`src/rtl/io_shadow_pkg.sv`:
```
package io_shadow_pkg;
  typedef enum logic [1:0] {
    SRC_NONE   = 2'd0,
    SRC_SHADOW = 2'd1,
    SRC_DEVICE = 2'd2
  } rd_src_e;
endpackage

```
`src/rtl/io_shadow_decode.sv`:
```
module io_shadow_decode #(
  parameter int unsigned ADDR_W = 16,
  parameter int unsigned WIN_AW = 8,
  parameter int unsigned SLOT_AW = 4,
  parameter logic [ADDR_W-1:0] WIN_BASE = 16'hD000,
  localparam int unsigned NDEV = 2 ** (WIN_AW - SLOT_AW)
) (
  input  logic               clk_i,
  input  logic               rst_ni,
  input  logic               req_i,
  input  logic               we_i,
  input  logic [ADDR_W-1:0]  addr_i,
  output logic               hit_o,
  output logic               wr_o,
  output logic               rd_o,
  output logic [NDEV-1:0]    cs_o,
  output logic [SLOT_AW-1:0] reg_o
);
  localparam int unsigned DEV_W = WIN_AW - SLOT_AW;

  logic [DEV_W-1:0] dev_idx;

  assign hit_o   = req_i && (addr_i[ADDR_W-1:WIN_AW] == WIN_BASE[ADDR_W-1:WIN_AW]);
  assign wr_o    = hit_o && we_i;
  assign rd_o    = hit_o && !we_i;
  assign dev_idx = addr_i[WIN_AW-1:SLOT_AW];
  assign reg_o   = addr_i[SLOT_AW-1:0];

  always_comb begin
    cs_o = '0;
    if (hit_o) cs_o[dev_idx] = 1'b1;
  end

  // at most one device selected
  a_r1_cs_onehot: assert property (@(posedge clk_i) disable iff (!rst_ni)
    $onehot0(cs_o));
  // a request in the window always selects a device
  a_r1_hit_selects: assert property (@(posedge clk_i) disable iff (!rst_ni)
    hit_o |-> $countones(cs_o) == 1);
endmodule

```
`src/rtl/io_shadow_ram.sv`:
```
module io_shadow_ram #(
  parameter int unsigned AW = 8,
  parameter int unsigned DW = 8,
  localparam int unsigned DEPTH = 2 ** AW
) (
  input  logic          clk_i,
  input  logic          we_i,
  input  logic          re_i,
  input  logic [AW-1:0] addr_i,
  input  logic [DW-1:0] wdata_i,
  output logic [DW-1:0] rdata_o
);
  logic [DW-1:0] mem_q [DEPTH];

  // single port, synchronous read; contents undefined until written
  always_ff @(posedge clk_i) begin
    if (we_i) mem_q[addr_i] <= wdata_i;
    if (re_i) rdata_o <= mem_q[addr_i];
  end
endmodule

```
`src/rtl/io_shadow_rdsel.sv`:
```
module io_shadow_rdsel
  import io_shadow_pkg::*;
#(
  parameter int unsigned DW = 8,
  parameter int unsigned NDEV = 16
) (
  input  logic             clk_i,
  input  logic             rst_ni,
  input  logic             rd_i,
  input  logic [NDEV-1:0]  vol_i,
  input  logic [NDEV*DW-1:0] dev_rdata_i,
  input  logic [DW-1:0]    shadow_i,
  output logic             rvalid_o,
  output logic [DW-1:0]    rdata_o
);
  logic [DW-1:0] dev_or;
  logic          sys_vol;
  rd_src_e       src_q;
  logic [DW-1:0] dev_q;

  // wired-or of all device buses; unselected devices drive zero
  always_comb begin
    dev_or = '0;
    for (int d = 0; d < NDEV; d++) dev_or |= dev_rdata_i[d*DW +: DW];
  end

  assign sys_vol = |vol_i;

  always_ff @(posedge clk_i or negedge rst_ni) begin
    if (!rst_ni) begin
      src_q <= SRC_NONE;
      dev_q <= '0;
    end else begin
      if (!rd_i)        src_q <= SRC_NONE;
      else if (sys_vol) src_q <= SRC_DEVICE;
      else              src_q <= SRC_SHADOW;
      dev_q <= rd_i ? dev_or : '0;
    end
  end

  always_comb begin
    unique case (src_q)
      SRC_SHADOW: rdata_o = shadow_i;
      SRC_DEVICE: rdata_o = dev_q;
      default:    rdata_o = '0;
    endcase
  end

  assign rvalid_o = (src_q != SRC_NONE);

  // idle bus reads as zero
  a_r7_idle_zero: assert property (@(posedge clk_i) disable iff (!rst_ni)
    !rvalid_o |-> rdata_o == '0);
  // every window read produces a valid strobe next cycle
  a_r3_rvalid_next: assert property (@(posedge clk_i) disable iff (!rst_ni)
    rd_i |=> rvalid_o);
  // non-volatile read takes the RAM output
  a_r3_shadow_source: assert property (@(posedge clk_i) disable iff (!rst_ni)
    (rd_i && !sys_vol) |=> rdata_o == shadow_i);
endmodule

```
`src/rtl/io_shadow_mem.sv`:
```
module io_shadow_mem #(
  parameter int unsigned ADDR_W = 16,
  parameter int unsigned DATA_W = 8,
  parameter int unsigned WIN_AW = 8,
  parameter int unsigned SLOT_AW = 4,
  parameter logic [ADDR_W-1:0] WIN_BASE = 16'hD000,
  localparam int unsigned NDEV = 2 ** (WIN_AW - SLOT_AW)
) (
  input  logic                   clk_i,
  input  logic                   rst_ni,
  input  logic                   bus_req_i,
  input  logic                   bus_we_i,
  input  logic [ADDR_W-1:0]      bus_addr_i,
  input  logic [DATA_W-1:0]      bus_wdata_i,
  output logic                   bus_rvalid_o,
  output logic [DATA_W-1:0]      bus_rdata_o,
  output logic [NDEV-1:0]        dev_cs_o,
  output logic                   dev_we_o,
  output logic [SLOT_AW-1:0]     dev_addr_o,
  output logic [DATA_W-1:0]      dev_wdata_o,
  input  logic [NDEV*DATA_W-1:0] dev_rdata_i,
  input  logic [NDEV-1:0]        dev_vol_i
);
  logic              win_hit;
  logic              win_wr;
  logic              win_rd;
  logic [DATA_W-1:0] shadow_q;

  io_shadow_decode #(
    .ADDR_W  (ADDR_W),
    .WIN_AW  (WIN_AW),
    .SLOT_AW (SLOT_AW),
    .WIN_BASE(WIN_BASE)
  ) u_decode (
    .clk_i (clk_i),
    .rst_ni(rst_ni),
    .req_i (bus_req_i),
    .we_i  (bus_we_i),
    .addr_i(bus_addr_i),
    .hit_o (win_hit),
    .wr_o  (win_wr),
    .rd_o  (win_rd),
    .cs_o  (dev_cs_o),
    .reg_o (dev_addr_o)
  );

  io_shadow_ram #(
    .AW(WIN_AW),
    .DW(DATA_W)
  ) u_ram (
    .clk_i  (clk_i),
    .we_i   (win_wr),
    .re_i   (win_rd),
    .addr_i (bus_addr_i[WIN_AW-1:0]),
    .wdata_i(bus_wdata_i),
    .rdata_o(shadow_q)
  );

  io_shadow_rdsel #(
    .DW  (DATA_W),
    .NDEV(NDEV)
  ) u_rdsel (
    .clk_i      (clk_i),
    .rst_ni     (rst_ni),
    .rd_i       (win_rd),
    .vol_i      (dev_vol_i),
    .dev_rdata_i(dev_rdata_i),
    .shadow_i   (shadow_q),
    .rvalid_o   (bus_rvalid_o),
    .rdata_o    (bus_rdata_o)
  );

  assign dev_we_o    = win_wr;
  assign dev_wdata_o = bus_wdata_i;

  // out-of-window request selects nothing and yields no read
  a_r6_outside_quiet: assert property (@(posedge clk_i) disable iff (!rst_ni)
    (bus_req_i && bus_addr_i[ADDR_W-1:WIN_AW] != WIN_BASE[ADDR_W-1:WIN_AW])
      |-> (dev_cs_o == '0 && !dev_we_o));
  a_r6_no_rvalid: assert property (@(posedge clk_i) disable iff (!rst_ni)
    !win_hit |=> !bus_rvalid_o);
  // device write strobe only for a bus write
  a_r1_we_from_bus: assert property (@(posedge clk_i) disable iff (!rst_ni)
    dev_we_o |-> (bus_req_i && bus_we_i && dev_cs_o != '0));
endmodule

```
`config.mk`:
```
export PLATFORM = sky130hd
export DESIGN_NAME = io_shadow_mem
export DESIGN_NICKNAME = d
export VERILOG_FILES = /design/src/rtl/io_shadow_pkg.sv /design/src/rtl/io_shadow_decode.sv /design/src/rtl/io_shadow_ram.sv /design/src/rtl/io_shadow_rdsel.sv /design/src/rtl/io_shadow_mem.sv
export SDC_FILE = /design/constraint.sdc
export NUM_CORES = 2
export LEC_CHECK = 0
export BUFFER_PORTS_ARGS = -buffer_cell sky130_fd_sc_hd__buf_2
export CORE_MARGIN = 8
export CORE_UTILIZATION = 54
export CTS_CLUSTER_DIAMETER = 40
export CTS_CLUSTER_SIZE = 16
export DETAILED_ROUTE_END_ITERATION = 16
export PLACE_DENSITY = 0.68
export SLEW_MARGIN = 20
export SYNTH_ARGS = -nofsm -noshare
export SYNTH_HDL_FRONTEND = slang
export SYNTH_SLANG_ARGS = --single-unit
```
`constraint.sdc`:
```
create_clock -name clk_i -period 2.8 [get_ports clk_i]
set_clock_uncertainty 0.05 [all_clocks]
set_input_delay 0 -clock clk_i [delete_from_list [all_inputs] [get_ports clk_i]]
set_output_delay 0 -clock clk_i [all_outputs]
set_load 0.05 [all_outputs]
```
### Word-level counts from Yosys, hierarchy flattened

Memory sizes are Yosys's and may differ from the RTL's. A register that Yosys moved wholly into a read port is not among the register bits.
Cells that the tools add are included.

* memories: 1
* bits in writable memories: 2048
* input port bits: 172
* logic and storage cells: 39
* register bits after elaboration: 10
* output and inout port bits: 38

* eq/ne operators: 3
* bitwise operators: 15
* order comparisons: 2
* reduce and logical (&&, ||, !) cells: 7
* muxes and demuxes: 9

Memories
* u_ram.mem_q: words 256, width 8, read ports 1, clocked after memory_dff 1, write ports 1, RTL line io_shadow_ram.sv:13 `logic [DW-1:0] mem_q [DEPTH];`

Operators by type and width (count)
* OR 8 bit: 15
* 2-to-1 mux 16 bit: 1
* case mux 8 bit (2 select lines): 1
* OR reduction 16 bit: 1
* == test 8 bit (second input constant): 1
* 2-to-1 mux 8 bit: 1
* less-than comparator 4 x 5 -> 1 bit (second input constant): 1
* demux 1 bit (select 4 bit): 1
* greater-or-equal comparator 4 x 1 -> 1 bit (second input constant): 1
* logical AND 1 bit: 4
* 2-to-1 mux 2 bit: 2
* 2-to-1 mux 1 bit: 3
* == test 2 x 1 -> 1 bit (second input constant): 1
* == test 2 bit (second input constant): 1
* nonzero test 2 bit: 1
* zero test 1 bit: 1

### Longest topological paths before layout

* depth in word-level cells: 16
* gate-level depth with buffers: 8
* depth with buffers taken out: 5

### Modules after synthesis

Synthesis repeated with hierarchy kept, for this count alone.

* cell total of the unflattened synthesis: 3676
* area total of the unflattened synthesis: 79623.9 µm²

Modules (own cells, without submodules)
* io_shadow_ram: seq. area each 61739.2 µm², area an instance 78572.9 µm², cells each 3547, times used 1
* io_shadow_rdsel: seq. area each 250.2 µm², area an instance 740.7 µm², cells each 82, times used 1
* io_shadow_decode: seq. area each 0.0 µm², area an instance 250.2 µm², cells each 39, times used 1
* io_shadow_mem: seq. area each 0.0 µm², area an instance 60.1 µm², cells each 8, times used 1

### Worst setup path after synthesis

Ideal clock, no wire load.

* path type: input -> register
* start point: in bus_addr_i[9]
* end point: mem u_ram.mem_q[231][0], enable pin
* arrival: 1.883 ns
* path slack: 0.496 ns
* cell stages on the path: 7
* cells stage by stage: or3_1 or4_1 clkbuf_1 nor2_1 nand2_1 clkbuf_1 nor2_1

* word-level cells in the longest chain between the ends: 5

Ends and longest elaborated chain
* from (decl): RTL line io_shadow_mem.sv:13 `input logic [ADDR_W-1:0] bus_addr_i,`
* == test 8 bit: RTL line io_shadow_decode.sv:23 `assign hit_o = req_i && (addr_i[ADDR_W-1:WIN_AW] == WIN_BASE[ADDR_W-1:WIN_AW]);`
* logical AND 1 bit: RTL line io_shadow_decode.sv:23
* logical AND 1 bit: RTL line io_shadow_decode.sv:24 `assign wr_o = hit_o && we_i;`
* 2-to-1 mux 1 bit: RTL line io_shadow_ram.sv:17 `if (we_i) mem_q[addr_i] <= wdata_i;`
* 2-to-1 mux 1 bit (implied by the code): RTL line io_shadow_ram.sv:17
* to (decl): RTL line io_shadow_ram.sv:13

Every way passes these cells.

==> metrics.md <==
| Metric | Value |
|---|---|
| Cell taking the most area after synthesis | `sky130_fd_sc_hd__edfxtp_1` |
| Die boundary height | `399 µm` |
| Final max-slew violation count | `0` |
| Dominant cells by area after synthesis | `sky130_fd_sc_hd__edfxtp_1 (78%), sky130_fd_sc_hd__mux4_2 (15%), sky130_fd_sc_hd__a22oi_1 (2.5%)` |
| Area of the core | `0.146 mm²` |
| Power density cells | `approximately 700 mW/mm²` |
| Antenna diode instance count | `0` |
| Outcome | `finished clean` |
| Top-Level Pins | `between 200 and 250` |
| Average wire per standard cell | `a little over 30 µm` |
| Die outline area | `0.159 mm²` |
| Routed vias | `about 42k` |
| Number of flops mapped to enable cells by yosys | `~2.1k` |
| Path category of the worst min-delay check | `in -> reg` |
| Clk pwr share | `45.5%` |
| Unique masters post-synth | `28` |
| Wire length reported by the detailed router | `roughly 200 mm` |
| Fraction of post-synthesis cell area in the top cell type by area | `between 70 and 80%` |
| Worst path required time | `3330 ps` |
| Starting DRT DRC Count | `around 4.6k` |
| Post-synth top cells | `sky130_fd_sc_hd__edfxtp_1 (2056), sky130_fd_sc_hd__mux4_2 (512), sky130_fd_sc_hd__nor2_1 (266)` |
| Most frequent cell after synthesis | `sky130_fd_sc_hd__edfxtp_1` |
| # port buffers | `around 210` |
| Initial core utilization | `between 50% and 60%` |
| Relative slew slack | `between 40% and 50%` |
| Post-layout min period | `about 2800 ps` |
| Total Nets Final | `4637` |
| Count of final setup violators | `0` |
| Max stage delay on crit path | `slightly below 700 ps` |
| VDD IR-drop max | `0.596 mV` |
| CTS tree | `done` |
| Instance count of the mapped netlist | `between 3k and 4k` |
| Startpoint class of the critical path | `flop` |
| Async S/R FF share, synth | `0.484%` |
| Endpoint class of the critical path | `flop` |
| Vias per Instance | `6.32` |
| Proportion of layout cells with a drive suffix above 1 | `between 30% and 40%` |
| Number of hold violations in the final report | `0` |
| Share of the core filled with cells in the final layout | `roughly 66%` |
| Worst Path Max Fanout | `1` |
| Clock input transition at the sequential cells of the worst setup and hold paths | `roughly 70 ps` |
| H-tree depth | `4` |
| Synth Flop Type | `sky130_fd_sc_hd__edfxtp_1` |
| Transition at the pin with the smallest max-transition slack | `879 ps` |
| Net switching power | `~15 mW` |
| TritonCTS buffer count | `~230` |
| Post-synthesis sequential element count | `around 2.1k` |
| Wire length of the first global-routing pass | `~290 mm` |
| Number of remaining DRC errors | `0` |
| Number of antenna violations at the first check in global routing | `9` |
| Combinational fraction of design power | `~4.6%` |
| CTS Root Buffer Type | `sky130_fd_sc_hd__clkbuf_16` |
| Largest net degree at the start of global routing | `approximately 110` |
| Post-Synthesis Cell Area | `slightly below 0.08 mm²` |
| Number of buffers added for setup after CTS | `0` |
| Max Clock Freq | `between 300 and 400 MHz` |
| Worst slack after detailed placement | `-538 ps` |
| Final weighted congestion in routability-driven placement | `between 0.8 and 0.9` |
| Final period utilization | `98.6%` |
| Average cell area after synthesis | `21.7 µm²` |
| Site row count | `140` |
| Post-route standard cell area excluding fillers | `around 0.096 mm²` |
| Post-synthesis sequential area ratio | `between 70% and 80%` |
| Endpoint arrival time on the critical path | `about 3300 ps` |
| P_int | `around 53 mW` |
| Yosys warnings | `0` |
| Ordered list of cells on the worst path | `mux4_2 -> a22oi_1 -> a21oi_1 -> o41ai_1 -> buf_4 -> nand4_1` |
| Worst-case clock buffer depth | `3` |
| Die width | `between 300 and 400 µm` |
| Clock latency at the later pin of the worst-skew pair | `between 800 and 900 ps` |
| Proportion of power drawn by flip-flops and latches | `49.9%` |
| Clk sinks | `just over 2k` |
| Lkg Pwr | `slightly above 30 nW` |
| Slack of the critical path | `between 30 and 40 ps` |
| Antenna Violating Nets Remaining | `0` |
| Worst min-delay path startpoint | `dev_vol_i[7]` |
| Overall power after layout | `68.1 mW` |
| Area of placed instances | `0.0869 mm²` |
| GR Util All Layers | `roughly 25%` |
| Drt pass-1 iters | `7` |
| Growth of design area from synthesis to finish | `20.4%` |
| GRT Residual Overflow | `0` |
| Unrepaired setup endpoints after global routing | `false` |
| Timing startpoint of the critical path | `u_ram.mem_q[110][0]$_DFFE_PP_` |
| Reg-to-Reg Start | `u_ram.mem_q[110][0]$_DFFE_PP_` |
| Net count after synthesis | `roughly 3.8k` |
| Sw frac | `between 20 and 25%` |
| Via count of the first global-routing pass | `around 42k` |
| Kind of critical path | `reg -> reg` |
| Slowest library cell on the worst path | `sky130_fd_sc_hd__o41ai_1` |
| # Max-Cap Violations | `0` |
| Post-detail-place hpwl | `approximately 130 mm` |
## metrics by stage
stage / TNS [ps] / hold WS (ps) / cells
3_5_place_dp: -2210 / -104 / 6092
5_1_grt: 0 / 99.5 / 6584
3_3_place_gp: -2030 / -107 / 6092
4_1_cts: 0 / 32.4 / 6584
2_1_floorplan: 0 / -346 / 3651
6_report: 0 / 114 / 6584
## layout make-up
| class | count | area [µm²] |
|---|---|---|
| Clock buffer | 251 | 5940 |
| Clock inverter | 185 | 2080 |
| Fill cell | 9465 | 50200 |
| Inverter | 20 | 75.1 |
| Multi-Input combinational cell | 1327 | 16300 |
| Sequential cell | 2066 | 62000 |
| Tap cell | 1917 | 2400 |
| Timing Repair Buffer | 818 | 6730 |
## cell families (layout without fill, tap and decap cells)
| logic type | Yosys count | count (layout) | share of synthesized area (%) |
|---|---|---|---|
| AO/OA/AOI/OAI | 424 | 424 | 3.66 |
| multiplexers | 512 | 512 | 14.5 |
| adder cells (fa/ha/maj) | 3 | 3 | 0.0473 |
| buffers and inverters | 258 | 1274 | 1.47 |
| flip-flops | 2066 | 2066 | 78.2 |
| AND/OR/NAND/NOR | 388 | 388 | 2.12 |
## routing by layer
| metal | up-vias | global-route usage [%] | wire (µm) |
|---|---|---|---|
| met5 | - | 0 | 26 |
| met4 | 4 | 8.48 | 6990 |
| met3 | 349 | 5.74 | 19000 |
| met2 | 2260 | 41.3 | 99600 |
| met1 | 21800 | 34.7 | 77700 |
| li1 | 17100 | - | - |
## registers in the layout, indices dropped and copies added (netlist names)
signal and flops:
u_rdsel.dev_q 8, u_ram.rdata_o 8, u_ram.mem_q 2048, u_rdsel.src_q 2
## layout by cell type, fill, tap and decap left out, types with 12 or more instances in the layout
cell                            netlist  layout
sky130_fd_sc_hd__clkinv_4             0      24
sky130_fd_sc_hd__nand2_2              0      14
sky130_fd_sc_hd__clkinv_2             0      19
sky130_fd_sc_hd__inv_1               20      20
sky130_fd_sc_hd__a21oi_1            128     128
sky130_fd_sc_hd__buf_4               20     487
sky130_fd_sc_hd__inv_6                0      43
sky130_fd_sc_hd__nand2_1             30      16
sky130_fd_sc_hd__buf_12               0      69
sky130_fd_sc_hd__nor2_1             266     264
sky130_fd_sc_hd__clkinvlp_4           0      25
sky130_fd_sc_hd__nor4_1              36      36
sky130_fd_sc_hd__a22oi_1            264     264
sky130_fd_sc_hd__o41ai_1             32      28
sky130_fd_sc_hd__inv_8                0      22
sky130_fd_sc_hd__mux4_2             512     512
sky130_fd_sc_hd__clkinv_1             0      16
sky130_fd_sc_hd__clkbuf_16            0     235
sky130_fd_sc_hd__clkinv_8             0      12
sky130_fd_sc_hd__nand4_1             18      18
sky130_fd_sc_hd__bufinv_16            0      22
sky130_fd_sc_hd__dlygate4sd3_1        0      56
sky130_fd_sc_hd__buf_2               41     196
sky130_fd_sc_hd__edfxtp_1          2056    2056
sky130_fd_sc_hd__clkbuf_1           147      16
## path summary, 6_finish.rpt
| path | end | slack, ps | cells past startpoint |
|---|---|---|---|
| setup reg to reg | u_ram.rdata_o[0]$_DFFE_PP_ | 40 | 6 |
| setup / recovery | u_ram.rdata_o[0]$_DFFE_PP_ | 40 | 6 |
| min in group asynchronous | u_rdsel.dev_q[1]$_DFF_PN0_ | 330 | 3 |
| hold reg to reg | u_ram.rdata_o[1]$_DFFE_PP_ | 1010 | 5 |
| max in group asynchronous | u_rdsel.dev_q[7]$_DFF_PN0_ | 1910 | 3 |
| hold / removal | u_rdsel.src_q[0]$_DFF_PN0_ | 110 | 5 |
## worst max-delay path, delay by kind of cell, from the launching register on
family / cells / cell delay (ps)
flip-flops: 1 / 360
buffers and inverters: 1 / 230
AO/OA/AOI/OAI: 3 / 1270
AND/OR/NAND/NOR: 1 / 120
multiplexers: 1 / 480
## timing repair
| action | CTS | global route |
|---|---|---|
| endpoints found under the setup margin | 7 | 5 |
| hold buffers | 56 | 0 |
| gates resized for setup | 8 | 5 |
| hold endpoints to repair | 2059 | 0 |
| gates cloned | 0 | 0 |
## power by group through the flow
| stage | clock network [mW] | registers (mW) | logic, mW |
|---|---|---|---|
| floorplan | 0 | 34.7 | 1.47 |
| global placement | 0 | 34.6 | 3.03 |
| detailed placement | 0 | 34.7 | 3.08 |
| CTS | 31.4 | 34.0 | 3.14 |
| global route | 32.6 | 34.0 | 3.27 |
| finish | 31.0 | 34.0 | 3.11 |
Note: power is estimated with default switching activity, not from simulation.
